==> config.mk <==
export PLATFORM = sky130hd
export DESIGN_NAME = alu4_core
export DESIGN_NICKNAME = d
export VERILOG_FILES = /design/src/rtl/alu4_pkg.sv /design/src/rtl/alu4_ctrl.sv /design/src/rtl/alu4_full_adder.sv /design/src/rtl/alu4_datapath.sv /design/src/rtl/alu4_core.sv
export SDC_FILE = /design/constraint.sdc
export NUM_CORES = 1
export LEC_CHECK = 0
export CAP_MARGIN = 25
export CELL_PAD_IN_SITES_DETAIL_PLACEMENT = 2
export CELL_PAD_IN_SITES_GLOBAL_PLACEMENT = 2
export CORE_MARGIN = 2
export CORE_UTILIZATION = 29
export DETAILED_ROUTE_END_ITERATION = 7
export GPL_ROUTABILITY_DRIVEN = 0
export PLACE_DENSITY_LB_ADDON = 0.15
export SYNTH_ARGS = -nofsm -noshare
export SYNTH_HDL_FRONTEND = slang
export SYNTH_SLANG_ARGS = --single-unit
==> constraint.sdc <==
create_clock -name vclk -period 5.65
set_clock_uncertainty 0.15 [all_clocks]
set_input_delay 1.13 -clock vclk [all_inputs]
set_output_delay 1.13 -clock vclk [all_outputs]
set_load 0.1 [all_outputs]
==> src/rtl/alu4_pkg.sv <==
package alu4_pkg;

  // Logic-unit function, encoded as funcSel[1:0]
  typedef enum logic [1:0] {
    LOG_AND  = 2'b00,
    LOG_OR   = 2'b01,
    LOG_XOR  = 2'b10,
    LOG_NOTX = 2'b11
  } logicOp_e;

  // Strobes from the decoder to the datapath
  typedef struct packed {
    logic     padInvert;  // feed ~Y bits into the adder's first input
    logic     padPass;    // feed Y bits into the adder's first input
    logic     carryIn;    // adder carry-in
    logicOp_e logicOp;    // bitwise function
    logic     pickLogic;  // output mux: 1 = logic unit
  } aluCtrl_t;

endpackage

==> src/rtl/alu4_ctrl.sv <==
module alu4_ctrl
  import alu4_pkg::*;
(
  input  logic [3:0] funcSel,
  output aluCtrl_t   ctrl
);

  always_comb begin
    ctrl.padInvert = funcSel[2];
    ctrl.padPass   = funcSel[1];
    ctrl.carryIn   = funcSel[0];
    ctrl.logicOp   = logicOp_e'(funcSel[1:0]);
    ctrl.pickLogic = funcSel[3];
  end

endmodule

==> src/rtl/alu4_full_adder.sv <==
module alu4_full_adder (
  input  logic a,
  input  logic b,
  input  logic cin,
  output logic sum,
  output logic cout
);

  logic halfSum;

  assign halfSum = a ^ b;
  assign sum     = halfSum ^ cin;
  assign cout    = (a & b) | (halfSum & cin);

endmodule

==> src/rtl/alu4_datapath.sv <==
module alu4_datapath
  import alu4_pkg::*;
#(
  parameter int WIDTH = 4
) (
  input  aluCtrl_t         ctrl,
  input  logic [WIDTH-1:0] opX,
  input  logic [WIDTH-1:0] opY,
  output logic [WIDTH-1:0] result,
  output logic             carryOut
);

  logic [WIDTH-1:0] adderA;
  logic [WIDTH-1:0] arithSum;
  logic [WIDTH-1:0] logicOut;
  logic [WIDTH:0]   carryChain;

  assign carryChain[0] = ctrl.carryIn;

  // Input conditioning and ripple chain, one stage per bit
  for (genvar i = 0; i < WIDTH; i++) begin : g_stage
    assign adderA[i] = (ctrl.padInvert & ~opY[i]) | (ctrl.padPass & opY[i]);

    alu4_full_adder fa_i (
      .a    (adderA[i]),
      .b    (opX[i]),
      .cin  (carryChain[i]),
      .sum  (arithSum[i]),
      .cout (carryChain[i+1])
    );
  end

  // Bitwise logic unit, always active
  always_comb begin
    unique case (ctrl.logicOp)
      LOG_AND:  logicOut = opX & opY;
      LOG_OR:   logicOut = opX | opY;
      LOG_XOR:  logicOut = opX ^ opY;
      LOG_NOTX: logicOut = ~opX;
      default:  logicOut = '0;
    endcase
  end

  // Output steering
  assign result   = ctrl.pickLogic ? logicOut : arithSum;
  assign carryOut = ctrl.pickLogic ? 1'b0 : carryChain[WIDTH];

endmodule

==> src/rtl/alu4_core.sv <==
module alu4_core
  import alu4_pkg::*;
#(
  parameter int WIDTH = 4
) (
  input  logic [WIDTH-1:0] opX,
  input  logic [WIDTH-1:0] opY,
  input  logic [3:0]       funcSel,
  output logic [WIDTH-1:0] result,
  output logic             carryOut
);

  aluCtrl_t ctrl;

  alu4_ctrl ctrl_i (
    .funcSel (funcSel),
    .ctrl    (ctrl)
  );

  alu4_datapath #(.WIDTH(WIDTH)) dp_i (
    .ctrl     (ctrl),
    .opX      (opX),
    .opY      (opY),
    .result   (result),
    .carryOut (carryOut)
  );

endmodule

==> flow_metrics.tcl <==
set metrics [dict create \
    status "finished, final reports clean" \
    cp_slowest_cell "clkdlybuf4s50_1" \
    ys_warn_count 0 \
    end_kind "output pin" \
    startpoint_type "primary input" \
    fin_cells 87 \
    worstHoldPathCells 3 \
    vias 430 \
    relSlewSlack_pct 76.3 \
    arrival_ps 3980 \
    finalHoldViolCount 0 \
    irDropWorstVdd_mv 0.0942 \
    syn_area_um2 468 \
    cp_cell_sequence "clkdlybuf4s50_1 > mux2i_1 > fa_1 > inv_1 > fa_1 > fa_1 > fa_1 > inv_1 > o221ai_1 > buf_12" \
    timing.fmax_mhz 190 \
    rows 14 \
    synth_cells 54 \
    p_per_area_mw_per_mm2 153 \
    n_clock_buffer 0 \
    insertedDiodeCount 0 \
    post_cts_buffers 0 \
    setup_ws_ps 393 \
    min_period_ps 5260 \
    crit_type "primary input to output pin" \
    antenna_left 0 \
    synth.avg_cell_area_um2 8.67 \
    rsz0062_at_grt "false" \
    slowest_delay_ps 520 \
    post-place-ws_ps 373 \
    min_path_type "primary input to output pin" \
    grt_max_degree 10 \
    grt_pass1_vias 472 \
    setup-violations-final 0 \
    drive_gt1_share_pct 16.9 \
    mostFrequentLayoutCell "inv_1" \
    numPortBuffers 17 \
    seq_area_frac_synth_pct 0 \
    grt_pass1_wl_um 2060 \
    dpl-instance-area_um2 667 \
    dieArea_mm2 0.00195 \
    fin_crit_sh_pct 93.0 \
    dp.cells 87 \
    hp-start "funcSel[3]" \
    wl_per_cell_um 13.8 \
    crit_required_ps 4370 \
    dp_hpwl_um 1060 \
    cp-startpoint "opY[0]" \
    routed_wl_um 1200 \
    cp_max_fo 3 \
    start_util_pct 31.1 \
    final_cell_mix "inv_1, clkdlybuf4s50_1, ha_1, nor2b_1" \
    worst_path_most_repeated_cell "fa_1" \
    area_growth_pct 42.5 \
    setup_tns_ps 0 \
    nets 97 \
    ctsHoldBuffers 0 \
    vias_per_cell 4.94 \
    tightest_slew_ps 363 \
    syn_nets 78 \
    post_cts_resized 0 \
    drc 0 \
    slew_violations 0 \
    stdcell_area_um2 667 \
    grt-ovfl-total 0 \
    nFlopsAndLatches 0 \
    cap_violations 0 \
    core_area_mm2 0.00151 \
    leakagePower_nw 0.329 \
    die_x_um 44.2 \
    dr.first_iter.drc_count 2 \
    die_h_um 44.2 \
    drt_pre_antenna_iters 2 \
    synth_cell_types 17 \
    antenna_found_initial 0 \
    track_usage_pct 14.0 \
    num_io_pins 17 \
    regArea_um2 0 \
]
==> final timing paths <==
kind  slack (ps)        end
max          390  result[3]
min         3030   carryOut
==> synth_stat cells, drive strengths merged <==
library cell   n  area (µm²)
inv           14        65.1
ha             8         100
nor2b          7        43.8
fa             4        80.1
mux2i          4        40.0
mux2           3        33.8
o21ai          3        15.0
o221ai         3        26.3
a21oi          1        5.00
and2b          1        10.0
buf            1        11.3
nand2          1        3.75
nand2b         1        6.26
nor2           1        3.75
o211ai         1        12.5
o221a          1        11.3
==> per-layer routing <==
metal / routed length (µm) / share of wire (%) / track usage (%)
met2: 603 / 50 / 27.9
met1: 555 / 46 / 17.7
met4: 0 / 0 / 0
met5: 0 / 0 / 0
met3: 38 / 3.2 / 0
==> worst max-delay path: cells and delay by family <==
kind / cells / cell delay (ps)
buf+inv: 4 / 830
fa+ha+maj: 4 / 1470
mux: 1 / 260
compound gates: 1 / 270
==> per-stage QoR <==
| stage | utilization (%) | hold slack [ps] | power (mW) |
|---|---|---|---|
| 3_3_place_gp | 44.3 | 3040 | 0.101 |
| 5_1_grt | 44.3 | 3080 | 0.109 |
| 2_1_floorplan | - | 2440 | 0.0683 |
| 4_1_cts | 44.3 | 3050 | 0.104 |
| 3_5_place_dp | 44.3 | 3050 | 0.103 |
| 6_report | 44.3 | 3030 | 0.102 |
==> logic make-up (layout without fill, tap and decap cells) <==
family	Yosys count	in the layout	synth area share, %
AO/OA/AOI/OAI	9	9	15.0
multiplexers	7	7	15.8
AND/OR/NAND/NOR	11	11	14.4
buffers and inverters	15	32	16.3
adder cells (fa/ha/maj)	12	12	38.5
==> power by group <==
part | total [mW] | switching [mW] | internal (mW)
registers | 0 | 0 | 0
clock network | 0 | 0 | 0
logic | 0.102 | 0.0656 | 0.0364
==> layout make-up <==
cell class / instances / area, µm²
inverter: 14 / 65.1
timing repair buffer: 18 / 190
tap: 16 / 20.0
fill: 185 / 840
multi-input combinational: 39 / 392
Note: power is estimated with default switching activity, not from simulation.
